==> src/rtl/fpr_pkg.sv <==
package fpr_pkg;

  localparam int FPR_NUM_LOG  = 32;
  localparam int FPR_NUM_PHYS = 40;

  typedef enum logic [1:0] {
    FPR_OP_READ  = 2'd0,
    FPR_OP_WRITE = 2'd1,
    FPR_OP_LOAD  = 2'd2
  } fpr_op_e;

endpackage

==> src/rtl/fpr_map_table.sv <==
module fpr_map_table #(
  parameter int NUM_LOG = 32,
  parameter int TAG_W   = 6,
  localparam int LOG_W  = $clog2(NUM_LOG)
) (
  input  logic             clk,
  input  logic             rst,
  input  logic [LOG_W-1:0] rd_a_idx,
  input  logic [LOG_W-1:0] rd_b_idx,
  input  logic [LOG_W-1:0] rd_d_idx,
  output logic [TAG_W-1:0] rd_a_tag,
  output logic [TAG_W-1:0] rd_b_tag,
  output logic [TAG_W-1:0] rd_d_tag,
  input  logic             wr_en,
  input  logic [LOG_W-1:0] wr_idx,
  input  logic [TAG_W-1:0] wr_tag
);

  logic [TAG_W-1:0] tbl [NUM_LOG];

  // Reads see the table before this cycle's write lands.
  assign rd_a_tag = tbl[rd_a_idx];
  assign rd_b_tag = tbl[rd_b_idx];
  assign rd_d_tag = tbl[rd_d_idx];

  always_ff @(posedge clk) begin
    if (rst) begin
      for (int i = 0; i < NUM_LOG; i++) begin
        tbl[i] <= TAG_W'(i);
      end
    end else if (wr_en) begin
      tbl[wr_idx] <= wr_tag;
    end
  end

endmodule

==> src/rtl/fpr_free_fifo.sv <==
module fpr_free_fifo #(
  parameter int DEPTH   = 8,
  parameter int TAG_W   = 6,
  parameter int BASE    = 32,
  localparam int PTR_W  = (DEPTH > 1) ? $clog2(DEPTH) : 1,
  localparam int CNT_W  = $clog2(DEPTH + 1)
) (
  input  logic             clk,
  input  logic             rst,
  input  logic             pop,
  input  logic             push,
  input  logic [TAG_W-1:0] push_tag,
  output logic [TAG_W-1:0] head_tag,
  output logic             empty,
  output logic             err_over,
  output logic             err_under
);

  logic [TAG_W-1:0] slot [DEPTH];
  logic [PTR_W-1:0] head_q, tail_q;
  logic [CNT_W-1:0] count_q;
  logic             full;
  logic             do_pop, do_push;

  function automatic logic [PTR_W-1:0] nxt(input logic [PTR_W-1:0] p);
    return (p == PTR_W'(DEPTH - 1)) ? '0 : p + 1'b1;
  endfunction

  assign empty    = (count_q == '0);
  assign full     = (count_q == CNT_W'(DEPTH));
  assign head_tag = slot[head_q];
  assign do_pop   = pop && !empty;
  // A push into a full queue is legal only when a pop frees a slot.
  assign do_push  = push && (!full || do_pop);

  always_ff @(posedge clk) begin
    if (rst) begin
      for (int i = 0; i < DEPTH; i++) begin
        slot[i] <= TAG_W'(BASE + i);
      end
    end else if (do_push) begin
      slot[tail_q] <= push_tag;
    end
  end

  always_ff @(posedge clk) begin
    if (rst) begin
      head_q    <= '0;
      tail_q    <= '0;
      count_q   <= CNT_W'(DEPTH);
      err_over  <= 1'b0;
      err_under <= 1'b0;
    end else begin
      if (do_pop)  head_q <= nxt(head_q);
      if (do_push) tail_q <= nxt(tail_q);
      case ({do_push, do_pop})
        2'b10:   count_q <= count_q + 1'b1;
        2'b01:   count_q <= count_q - 1'b1;
        default: count_q <= count_q;
      endcase
      err_over  <= push && full && !do_pop;
      err_under <= pop && empty;
    end
  end

endmodule

==> src/rtl/fpr_out_stage.sv <==
module fpr_out_stage #(
  parameter int TAG_W = 6
) (
  input  logic             clk,
  input  logic             rst,
  input  logic             take,
  input  logic [TAG_W-1:0] src_a_tag,
  input  logic [TAG_W-1:0] src_b_tag,
  input  logic [TAG_W-1:0] dst_tag,
  input  logic [TAG_W-1:0] prev_tag,
  input  logic             alloc,
  output logic             q_valid,
  output logic [TAG_W-1:0] q_src_a_tag,
  output logic [TAG_W-1:0] q_src_b_tag,
  output logic [TAG_W-1:0] q_dst_tag,
  output logic [TAG_W-1:0] q_prev_tag,
  output logic             q_alloc
);

  always_ff @(posedge clk) begin
    if (rst) begin
      q_valid     <= 1'b0;
      q_src_a_tag <= '0;
      q_src_b_tag <= '0;
      q_dst_tag   <= '0;
      q_prev_tag  <= '0;
      q_alloc     <= 1'b0;
    end else begin
      q_valid <= take;
      if (take) begin
        q_src_a_tag <= src_a_tag;
        q_src_b_tag <= src_b_tag;
        q_dst_tag   <= dst_tag;
        q_prev_tag  <= prev_tag;
        q_alloc     <= alloc;
      end
    end
  end

endmodule

==> src/rtl/fp_rename_map.sv <==
module fp_rename_map
  import fpr_pkg::*;
#(
  parameter int NUM_LOG  = FPR_NUM_LOG,
  parameter int NUM_PHYS = FPR_NUM_PHYS,
  localparam int LOG_W   = $clog2(NUM_LOG),
  localparam int TAG_W   = $clog2(NUM_PHYS),
  localparam int POOL_N  = NUM_PHYS - NUM_LOG
) (
  input  logic             clk,
  input  logic             rst,
  input  logic             in_valid,
  output logic             in_ready,
  input  logic             in_is_load,
  input  logic             in_wr_dst,
  input  logic [LOG_W-1:0] in_dst,
  input  logic [LOG_W-1:0] in_src_a,
  input  logic [LOG_W-1:0] in_src_b,
  input  logic             rel_valid,
  input  logic [TAG_W-1:0] rel_tag,
  output logic             out_valid,
  output logic [TAG_W-1:0] out_src_a_tag,
  output logic [TAG_W-1:0] out_src_b_tag,
  output logic [TAG_W-1:0] out_dst_tag,
  output logic [TAG_W-1:0] out_prev_tag,
  output logic             out_alloc,
  output logic             err_overflow,
  output logic             err_underflow
);

  fpr_op_e          op;
  logic             accept, take_tag, pool_empty;
  logic [TAG_W-1:0] tag_a, tag_b, tag_d, head_tag, dst_sel;

  always_comb begin
    if (in_is_load)     op = FPR_OP_LOAD;
    else if (in_wr_dst) op = FPR_OP_WRITE;
    else                op = FPR_OP_READ;
  end

  assign in_ready = !(op == FPR_OP_LOAD && pool_empty);
  assign accept   = in_valid && in_ready;
  assign take_tag = accept && (op == FPR_OP_LOAD);
  assign dst_sel  = (op == FPR_OP_LOAD) ? head_tag : tag_d;

  fpr_map_table #(.NUM_LOG(NUM_LOG), .TAG_W(TAG_W)) i_map (
    .clk      (clk),
    .rst      (rst),
    .rd_a_idx (in_src_a),
    .rd_b_idx (in_src_b),
    .rd_d_idx (in_dst),
    .rd_a_tag (tag_a),
    .rd_b_tag (tag_b),
    .rd_d_tag (tag_d),
    .wr_en    (take_tag),
    .wr_idx   (in_dst),
    .wr_tag   (head_tag)
  );

  fpr_free_fifo #(.DEPTH(POOL_N), .TAG_W(TAG_W), .BASE(NUM_LOG)) i_pool (
    .clk       (clk),
    .rst       (rst),
    .pop       (take_tag),
    .push      (rel_valid),
    .push_tag  (rel_tag),
    .head_tag  (head_tag),
    .empty     (pool_empty),
    .err_over  (err_overflow),
    .err_under (err_underflow)
  );

  fpr_out_stage #(.TAG_W(TAG_W)) i_out (
    .clk         (clk),
    .rst         (rst),
    .take        (accept),
    .src_a_tag   (tag_a),
    .src_b_tag   (tag_b),
    .dst_tag     (dst_sel),
    .prev_tag    (tag_d),
    .alloc       (take_tag),
    .q_valid     (out_valid),
    .q_src_a_tag (out_src_a_tag),
    .q_src_b_tag (out_src_b_tag),
    .q_dst_tag   (out_dst_tag),
    .q_prev_tag  (out_prev_tag),
    .q_alloc     (out_alloc)
  );

endmodule

==> config.mk <==
export PLATFORM = sky130hd
export DESIGN_NAME = fp_rename_map
export DESIGN_NICKNAME = d
export VERILOG_FILES = /design/src/rtl/fpr_pkg.sv /design/src/rtl/fpr_map_table.sv /design/src/rtl/fpr_free_fifo.sv /design/src/rtl/fpr_out_stage.sv /design/src/rtl/fp_rename_map.sv
export SDC_FILE = /design/constraint.sdc
export NUM_CORES = 1
export LEC_CHECK = 0
export BUFFER_PORTS_ARGS = -buffer_cell sky130_fd_sc_hd__buf_2
export CORE_ASPECT_RATIO = 2
export CORE_UTILIZATION = 48
export CTS_CLUSTER_DIAMETER = 40
export DETAILED_ROUTE_END_ITERATION = 6
export GPL_TIMING_DRIVEN = 0
export PLACE_DENSITY_LB_ADDON = 0.15
export RECOVER_POWER = 100
export SYNTH_ARGS = -nofsm -noshare
export SYNTH_HDL_FRONTEND = slang
export SYNTH_HIERARCHICAL = 1
export SYNTH_SLANG_ARGS = --single-unit
==> constraint.sdc <==
create_clock -name clk -period 3 [get_ports clk]
set_clock_uncertainty 0.15 [all_clocks]
set_input_delay 0.6 -clock clk [delete_from_list [all_inputs] [get_ports clk]]
set_output_delay 0.6 -clock clk [all_outputs]
set_load 0.1 [all_outputs]
-- Yosys cells after proc, flatten, opt, wreduce, memory -nomap -nowiden
Memories as Yosys holds them, arrays and structs flattened. A register that Yosys moved wholly into a read port is not among the register bits.
Cells that the tools add are included.
- input port bits: 27
- RAM bits: 240
- memories kept: 2
- bits in registers: 26
- word-level logic and storage cells: 60
- output and inout port bits: 29
- multiplexer cells: 22
- equal/unequal tests: 6
- reduce and logical (&&, ||, !) cells: 17
- add/subtract/negate cells: 4
- memories (memory ; words ; bits a word ; rd ports ; clocked after memory_dff ; wr ports ; RTL line ; text):
    i_map.tbl ; 32 ; 6 ; 3 ; 2 ; 32 ; fpr_map_table.sv:19 ; logic [TAG_W-1:0] tbl [NUM_LOG];
    i_pool.slot ; 8 ; 6 ; 1 ; 1 ; 8 ; fpr_free_fifo.sv:19 ; logic [TAG_W-1:0] slot [DEPTH];
- operator list (cell ; number):
    two-way mux 6 bit ; 3
    two-way mux 3 bit ; 5
    OR reduction 6 bit ; 2
    two-way mux 1 bit ; 11
    logical AND 1 bit ; 8
    case mux 4 bit (2 select lines) ; 1
    adder 3 x 1 -> 3 bit (second input constant) ; 2
    equality test 3 bit (second input constant) ; 2
    two-way mux 5 bit ; 1
    adder 4 x 1 -> 4 bit (second input constant) ; 1
    equality test 2 bit (second input constant) ; 2
    equality test 4 bit (second input constant) ; 1
    logical NOT 1 bit ; 4
    logical NOT 4 bit ; 1
    subtractor 4 x 1 -> 4 bit (second input constant) ; 1
    equality test 2 x 1 -> 1 bit (second input constant) ; 1
    two-way mux 2 bit ; 1
    nonzero test 2 bit ; 1
    logical OR 1 bit ; 1

-- Longest topological paths before layout
Gate-level depths: netlist of run 1.
- depth after elaboration: 15
- mapped depth: 14

-- Hierarchy
The synthesis of run 1 kept the hierarchy.
- by module, submodules not included (module ; area an instance (um^2) ; instances ; sequential area each (um^2) ; cells an instance):
    fpr_map_table ; 12121.6 ; 1 ; 5765.5 ; 738
    fpr_free_fifo ; 3000.4 ; 1 ; 1741.7 ; 248
    fpr_out_stage ; 937.1 ; 1 ; 520.5 ; 83
    fp_rename_map ; 122.6 ; 1 ; 0.0 ; 10

-- Least setup slack after synthesis of run 1
No wires, ideal clock.
- kind: input to register
- from: input port in_dst[2]
- to: register i_out.q_dst_tag[0]
- stages on the path: 8
- data arrival time: 2.615 ns
- path slack: 0.117 ns
- required time: 2.732 ns
- library setup time: 0.118 ns
- cells stage by stage: buf_2 -> clkbuf_1 -> mux4_2 -> mux4_2 -> mux2_2 -> mux2_4 -> mux2i_1 -> nor2_1
- cells in the longest elaborated chain, start to end: 2
- RTL lines (element ; RTL line ; text):
    from (decl) ; fp_rename_map.sv:16 ; input logic [LOG_W-1:0] in_dst,
    memory read (32 x 6 bit) ; -- ;
    named net tag_d[0] ; fp_rename_map.sv:33 ; logic [TAG_W-1:0] tag_a, tag_b, tag_d, head_tag, dst_sel;
    two-way mux 6 bit ; fp_rename_map.sv:44 ; assign dst_sel = (op == FPR_OP_LOAD) ? head_tag : tag_d;
    named net dst_sel[0] ; fp_rename_map.sv:33 ;
    to (signal assigned) ; fpr_out_stage.sv:33 ; q_dst_tag <= dst_tag;
    to (decl) ; fpr_out_stage.sv:15 ; output logic [TAG_W-1:0] q_dst_tag,
The timed path passes the listed nets, and every way through them passes these cells.
A chain may end at the register's enable or synchronous reset.

==> results of run 1 <==
state kept, by name (all words and copies together), names as in the netlist, named ones only:
register           flops
i_map/tbl            192
i_pool/tail_q          3
i_out/q_valid          1
i_out/q_src_b_tag      6
i_pool/slot           48
i_pool/err_over        1
i_out/q_alloc          1
i_pool/head_q          3
i_out/q_src_a_tag      6
i_pool/count_q         4
i_pool/err_under       1
i_out/q_dst_tag        6
i_out/q_prev_tag       6
where the power goes:
part	switching [mW]	internal [mW]	leakage, nW	total, mW
combinational	1.87	0.856	2.73	2.73
clock	1.59	2.18	0.483	3.77
sequential	0.153	4.44	2.47	4.59
total	3.62	7.47	5.67	11.1
cell usage after synthesis (6+ instances only):
cell	instances
sky130_fd_sc_hd__edfxtp_1	240
sky130_fd_sc_hd__mux4_2	173
sky130_fd_sc_hd__and2_1	113
sky130_fd_sc_hd__nor2_1	95
sky130_fd_sc_hd__or3_1	86
sky130_fd_sc_hd__clkbuf_1	54
sky130_fd_sc_hd__dfxtp_1	41
sky130_fd_sc_hd__nand2_1	41
sky130_fd_sc_hd__or2_2	33
sky130_fd_sc_hd__mux2i_1	27
sky130_fd_sc_hd__mux2_2	24
sky130_fd_sc_hd__buf_2	21
sky130_fd_sc_hd__mux4_1	14
sky130_fd_sc_hd__buf_1	10
sky130_fd_sc_hd__buf_6	10
sky130_fd_sc_hd__nand3b_1	8
sky130_fd_sc_hd__a21oi_1	7
sky130_fd_sc_hd__mux2_4	6
repair_timing:
action,in CTS,in global routing
buffers inserted,7,3
endpoints found under the setup margin,404,138
gates resized for setup,77,17
pin swaps,6,5
cloned,0,0
cells by family (layout without fill, tap and decap cells):
group                      after synthesis  count (layout)  share of synthesized area, %
DFF                                    281             281                          49.6
adders and majority gates                5               5                         0.387
xor gates and xnor gates                 3               3                         0.162
and+or+nand+nor                        414             414                          14.2
other                                    0               2                             0
buffers and inverters                  103             217                          3.55
AOI/OAI and AO/OA                       24              24                          1.03
muxes                                  249             249                          31.0
per-stage QoR:
| stage | instances | TNS (ns) | hold slack (ns) | cell area [um2] |
|---|---|---|---|---|
| 2_1_floorplan | 1079 | 0 | 0.300 | 16200 |
| 3_3_place_gp | 1560 | -138.99 | 0.319 | 17000 |
| 3_5_place_dp | 1560 | -139.71 | 0.331 | 17000 |
| 4_1_cts | 1623 | 0 | 0.187 | 18200 |
| 5_1_grt | 1625 | 0 | 0.209 | 18200 |
| 6_report | 1627 | -0.00570 | 0.203 | 18200 |
layout make-up:
type                    instances  area share (%)
clock buffers                  39            4.44
multi-input cells             695            42.2
diodes                          2          0.0276
repair buffers                 59            1.49
well taps                     432            2.98
inverters                       1          0.0482
plain buffers                 101            3.49
clock inverters                17            1.08
flip-flops and latches        281            44.2
worst paths after layout:
path                          end  cells after the start  slack (ns)              start
max          i_out/q_src_a_tag[0]                      8      -0.004        in_src_a[2]
min             i_pool/slot[7][0]                      3        0.20         rel_tag[0]
max reg2reg      i_map/tbl[15][0]                      7        0.01  i_pool/count_q[0]
min reg2reg      i_pool/head_q[2]                      2        0.33   i_pool/head_q[2]
metal layers:
metal / part of all wire, % / GRT usage (%) / wire (um) / up-vias
met5: 0 / 0 / 0 / -
met4: 9.6 / 28.4 / 5150 / 0
met3: 4.6 / 4.15 / 2470 / 175
met2: 55 / 60.7 / 29500 / 477
met1: 31 / 29.6 / 16400 / 5314
li1: - / - / - / 4425
tightest hold or removal path, delay by kind of cell:
family	cells	cell delay, ns
AND/OR/NAND/NOR	2	0.13
buffers and inverters	1	0.09
==> qor.json, run 1 <==
{
  "place.port_buffers": {"value": 49},
  "time_the_final_worst_path_needs_with_i_o_delays_and_setup": {"value": 3.00, "unit": "ns"},
  "via_count_of_the_routed_design": {"value": 10400},
  "cts_max_level": {"value": 1},
  "cts_made_buffers": {"value": 30},
  "dominantRegCellSynth": {"value": "sky130_fd_sc_hd__edfxtp_1"},
  "ys.warnings.count": {"value": 6},
  "postLayoutCoreUtil": {"value": 54.9, "unit": "%"},
  "multi_input_comb_area": {"value": 7670, "unit": "um2"},
  "crit_type": {"value": "primary input to flip-flop"},
  "register_area": {"value": 8030, "unit": "um2"},
  "pin_count_of_the_biggest_net_entering_global_routing": {"value": 16},
  "layout-area-overhead-vs-synth": {"value": 12.2, "unit": "%"},
  "totalWireLength": {"value": 53500, "unit": "um"},
  "worstPathArrival": {"value": 3.31, "unit": "ns"},
  "hold_path_class": {"value": "primary input to flip-flop"},
  "cp_cell_sequence": {"value": "buf_2 > buf_2 > clkbuf_1 > mux4_2 > mux4_2 > mux2_2 > mux2i_1 > nor2_1"},
  "fp.dieArea": {"value": 34500, "unit": "um2"},
  "grt_pass1_vias": {"value": 11000},
  "setup_viol": {"value": 2},
  "p_leak": {"value": 5.67, "unit": "nW"},
  "synth.avg_cell_area": {"value": 15.0, "unit": "um2"},
  "tightest_slew": {"value": 1.21, "unit": "ns"},
  "run_status": {"value": "finished, violations left"},
  "critical-path-max-stage-delay": {"value": 0.71, "unit": "ns"},
  "routed_via_density": {"value": 6.39},
  "drt-wirelength-per-cell": {"value": 32.9, "unit": "um"},
  "grt_first_pass_wirelength": {"value": 75800, "unit": "um"},
  "crit_buf_inv": {"value": 3},
  "worst_vdd_ir": {"value": 580, "unit": "uV"},
  "top_level_ports": {"value": 56},
  "globalRouteTotalUtil": {"value": 32.0, "unit": "%"},
  "initial_antenna_violation_count": {"value": 0},
  "clk_transition_reported_paths": {"value": 0.06, "unit": "ns"},
  "min_period_over_period": {"value": 100, "unit": "%"},
  "yosys_register_bits": {"value": 281},
  "core_region_area": {"value": 33000, "unit": "um2"},
  "synth_top_cells_by_area": {"value": "sky130_fd_sc_hd__edfxtp_1, sky130_fd_sc_hd__mux4_2, sky130_fd_sc_hd__dfxtp_1, sky130_fd_sc_hd__and2_1, sky130_fd_sc_hd__or3_1"},
  "total_number_of_nets_in_the_final_design": {"value": 1201},
  "crit_required": {"value": 3.31, "unit": "ns"},
  "die_height": {"value": 262, "unit": "um"},
  "critPathSlowestCell": {"value": "sky130_fd_sc_hd__clkbuf_1"},
  "grt_remaining_overflow": {"value": 0},
  "violations": {"value": "setup timing"},
  "layout-drive-gt1-share": {"value": 31.4, "unit": "%"},
  "rsz0062_at_grt": {"value": "false"},
  "max_slew_margin": {"value": 19.9, "unit": "%"},
  "final_total_pwr": {"value": 11.1, "unit": "mW"},
  "synth.distinct_cells": {"value": 52},
  "post-place-ws": {"value": -1.00, "unit": "ns"},
  "drv_slew": {"value": 0},
  "fmax": {"value": 333, "unit": "MHz"},
  "layout_setup_ws": {"value": -0.00356, "unit": "ns"},
  "yosysTopAreaCellShare": {"value": 44.5, "unit": "%"},
  "setup.worst_path.start_class": {"value": "primary input"},
  "synthArstFlopShare": {"value": 0, "unit": "%"},
  "most-common-layout-cells": {"value": "sky130_fd_sc_hd__edfxtp_1, sky130_fd_sc_hd__mux4_2, sky130_fd_sc_hd__nor2_1"},
  "detail_route.first_pass.iterations": {"value": 7},
  "finalHoldViolCount": {"value": 0},
  "place_congestion": {"value": 1.08},
  "initial_core_util": {"value": 49.0, "unit": "%"},
  "synth_nets": {"value": 1111},
  "synth-seq-area-share": {"value": 49.6, "unit": "%"},
  "syn_inst": {"value": 1079},
  "clock_tree.buffer_depth": {"value": 3},
  "postRouteAntennaNets": {"value": 0},
  "post_synth_instance_area": {"value": 16200, "unit": "um2"},
  "timing.critical_path.to_type": {"value": "flip-flop"},
  "clock_tree_from_tritoncts": {"value": "done"},
  "num_rows": {"value": 94},
  "dr.first_iter.drc_count": {"value": 612},
  "maxCapViolCount": {"value": 0},
  "post_route_drc_violation_count": {"value": 0},
  "top_cell_family_by_delay_on_the_critical_path": {"value": "multiplexers"},
  "synth_enable_flop_cells": {"value": 240},
  "clk_root_buffer_cell": {"value": "sky130_fd_sc_hd__clkbuf_16"},
  "dp_hpwl": {"value": 42500, "unit": "um"},
  "tritoncts_num_sinks": {"value": 281},
  "worst_skew_pair.late_latency": {"value": 0.57, "unit": "ns"},
  "cts_hold_buffers": {"value": 0},
  "fp.dieW": {"value": 132, "unit": "um"},
  "synthDominantAreaCellType": {"value": "sky130_fd_sc_hd__edfxtp_1"},
  "power-per-cell-area": {"value": 611, "unit": "nW/um2"},
  "cp_max_fo": {"value": 10},
  "filler_cell_count": {"value": 2779},
  "layout.cells.most_common": {"value": "sky130_fd_sc_hd__edfxtp_1"}
}
(Power assumes the default switching activity.)
==> run 2: changes to the inputs <==
Settings changed: SETUP_SLACK_MARGIN set to 0.3.
==> run 2 against run 1 <==
The flow now finishes without violations. Worst setup slack better by 0.096 ns. Maximum frequency rose by 3.3%. Design area grew 2.7%. Non-clock buffer count is 31 higher. Critical endpoint is now i_map/tbl[4][2]. Highest routed layer unchanged.
==> qor.json, run 2 (synthesis gave the netlist of run 1 again) <==
{
  "number_of_instances_in_the_placed_design": {"value": 1560},
  "worst_hold_slack": {"value": 0.204, "unit": "ns"},
  "p_leak": {"value": 5.98, "unit": "nW"},
  "grt_remaining_overflow": {"value": 0},
  "top_layer_used": {"value": "met4"},
  "fp.dieW": {"value": 132, "unit": "um"},
  "crit_buf_inv": {"value": 4},
  "crit_required": {"value": 3.16, "unit": "ns"},
  "layout.cells.non_filler": {"value": 1653},
  "layout.cells.most_common": {"value": "sky130_fd_sc_hd__edfxtp_1"},
  "totalWireLength": {"value": 54900, "unit": "um"},
  "max_flop_register": {"value": "i_map/tbl"},
  "critical_path.reg2reg.endpoint": {"value": "i_map/tbl[4][2]"},
  "fp.dieArea": {"value": 34500, "unit": "um2"},
  "critical-path-max-stage-delay": {"value": 0.66, "unit": "ns"},
  "tightest_slew": {"value": 1.19, "unit": "ns"},
  "wl_met2": {"value": 30200, "unit": "um"},
  "tritoncts_num_sinks": {"value": 281},
  "final_cell_area": {"value": 18700, "unit": "um2"},
  "pin_count_of_the_biggest_net_entering_global_routing": {"value": 17},
  "layout-drive-gt1-share": {"value": 36.1, "unit": "%"},
  "setup_viol": {"value": 0},
  "initial_antenna_violation_count": {"value": 0},
  "most-common-layout-cells": {"value": "sky130_fd_sc_hd__edfxtp_1, sky130_fd_sc_hd__mux4_2, sky130_fd_sc_hd__or3_1"},
  "setup.worst_path.start_class": {"value": "flip-flop"},
  "post-place-ws": {"value": -0.651, "unit": "ns"},
  "cts_hold_buffers": {"value": 0},
  "place.port_buffers": {"value": 49},
  "hold_path_class": {"value": "primary input to flip-flop"},
  "finalHoldViolCount": {"value": 0},
  "via_count_of_the_routed_design": {"value": 10700},
  "biggest_registers_after_layout": {"value": "i_map/tbl: 192 flops, i_pool/slot: 48 flops"},
  "max_reg_flops": {"value": 192},
  "cp_common_cell": {"value": "sky130_fd_sc_hd__buf_6"},
  "routed-wl-met3": {"value": 3240, "unit": "um"},
  "cp_max_fo": {"value": 10},
  "globalRouteTotalUtil": {"value": 32.5, "unit": "%"},
  "layout-area-overhead-vs-synth": {"value": 15.3, "unit": "%"},
  "timing.critical_path.to_type": {"value": "flip-flop"},
  "maxCapViolCount": {"value": 0},
  "worst_hold_path.endpoint": {"value": "i_pool/slot[5][0]"},
  "drt-wirelength-per-cell": {"value": 33.2, "unit": "um"},
  "dp_hpwl": {"value": 43000, "unit": "um"},
  "top_level_ports": {"value": 56},
  "total_number_of_nets_in_the_final_design": {"value": 1230},
  "die_height": {"value": 262, "unit": "um"},
  "grt_first_pass_wirelength": {"value": 77600, "unit": "um"},
  "clk_transition_reported_paths": {"value": 0.07, "unit": "ns"},
  "run_status": {"value": "finished clean"},
  "max_slew_margin": {"value": 21.1, "unit": "%"},
  "min_period_over_period": {"value": 96.9, "unit": "%"},
  "core_region_area": {"value": 33000, "unit": "um2"},
  "place_congestion": {"value": 1.01},
  "worstReg2RegStart": {"value": "i_pool/count_q[1]"},
  "min_from": {"value": "rel_tag[0]"},
  "top_cell_family_by_delay_on_the_critical_path": {"value": "simple AND/OR/NAND/NOR gates"},
  "worst_vdd_ir": {"value": 550, "unit": "uV"},
  "drv_slew": {"value": 0},
  "cts_made_buffers": {"value": 28},
  "rsz0062_at_grt": {"value": "true"},
  "worst_skew_pair.late_latency": {"value": 0.58, "unit": "ns"},
  "num_rows": {"value": 94},
  "clock_tree.buffer_depth": {"value": 3},
  "detail_route.first_pass.iterations": {"value": 5},
  "time_the_final_worst_path_needs_with_i_o_delays_and_setup": {"value": 2.91, "unit": "ns"},
  "routed_via_density": {"value": 6.48},
  "critPathSlowestCell": {"value": "sky130_fd_sc_hd__or4b_2"},
  "layout_setup_ws": {"value": 0.0929, "unit": "ns"},
  "worstPathArrival": {"value": 3.07, "unit": "ns"},
  "min_delay_path_depth": {"value": 3},
  "crit_type": {"value": "flip-flop to flip-flop"},
  "filler_cell_count": {"value": 2753},
  "initial_core_util": {"value": 49.0, "unit": "%"},
  "post_route_drc_violation_count": {"value": 0},
  "regToRegSetupSlack": {"value": 0.09, "unit": "ns"},
  "postRouteAntennaNets": {"value": 0},
  "cp_cell_sequence": {"value": "buf_6 > or4_1 > buf_6 > clkinv_8 > and3b_2 > or4b_2 > clkbuf_2 > or3_1"},
  "fmax": {"value": 344, "unit": "MHz"},
  "dr.first_iter.drc_count": {"value": 749},
  "cts_max_level": {"value": 1},
  "grt_pass1_vias": {"value": 11100},
  "final_total_pwr": {"value": 11.3, "unit": "mW"},
  "clock_tree_from_tritoncts": {"value": "done"},
  "placed_instance_area": {"value": 17000, "unit": "um2"},
  "worst_r2r_path_depth": {"value": 8},
  "detail_route.wirelength.met1": {"value": 16400, "unit": "um"},
  "clk_root_buffer_cell": {"value": "sky130_fd_sc_hd__clkbuf_16"},
  "power-per-cell-area": {"value": 605, "unit": "nW/um2"}
}
## run 2: worst max-delay path by stage
| stage | start | to | slack, ns | cells after the start |
|---|---|---|---|---|
| 3_3_place_gp | in_dst[2] | i_out/q_dst_tag[3] | -0.64 | 9 |
| 4_1_cts | i_pool/count_q[2] | i_pool/count_q[2] | 0.17 | 12 |
| 3_5_place_dp | i_pool/count_q[3] | i_map/tbl[16][5] | -0.65 | 8 |
| 2_1_floorplan | in_dst[1] | i_out/q_dst_tag[1] | 0.22 | 8 |
| 5_1_grt | i_pool/count_q[2] | i_pool/slot[6][3] | 0.04 | 11 |
| 6_report | i_pool/count_q[1] | i_map/tbl[4][2] | 0.09 | 8 |
## run 2: metal layers
metal  GRT usage (%)  vias up
met5               0        -
met4            25.7        0
met3            4.51      213
met2            62.1      552
met1            31.0     5443
li1                -     4497
## run 2: area by class of cell
type,instances,area [um2],share of cell area (%)
buffer,102,758,4.06
timing repair buffer,89,520,2.79
inverter,1,16.3,0.0872
clock inverter,14,126,0.677
sequential,281,8040,43.1
multi-input combinational,695,7800,41.8
tap,432,541,2.90
clock buffer,38,855,4.58
antenna,1,2.50,0.0134
## run 2: worst reg2reg max path, cell delays in order, from the launching register on
cell and delay [ns]:
sky130_fd_sc_hd__dfxtp_2 0.32, sky130_fd_sc_hd__buf_6 0.09, sky130_fd_sc_hd__or4_1 0.11, sky130_fd_sc_hd__buf_6 0.12, sky130_fd_sc_hd__clkinv_8 0.06, sky130_fd_sc_hd__and3b_2 0.36, sky130_fd_sc_hd__or4b_2 0.66, sky130_fd_sc_hd__clkbuf_2 0.34
sky130_fd_sc_hd__or3_1 0.45
## run 2: report_power, final
group          internal (mW)  leakage [nW]  switching (mW)  total [mW]
clock network           2.11         0.480            1.58        3.68
registers               4.44          2.47           0.139        4.58
logic                   1.04          3.03            1.99        3.03
total                   7.59          5.98            3.70        11.3
## run 2: metrics by stage
stage / TNS (ns) / utilization (%)
floorplan: 0 / -
global placement: -80.33 / 51.6
detailed placement: -85.49 / 51.6
CTS: 0 / 56.3
global route: 0 / 56.4
finish: 0 / 56.4
## run 2: what timing repair did
item | in CTS | in global routing
gates cloned | 0 | 2
setup buffers | 22 | 16
pin swaps | 12 | 11
gates resized for setup | 135 | 61
setup endpoints to repair | 491 | 204
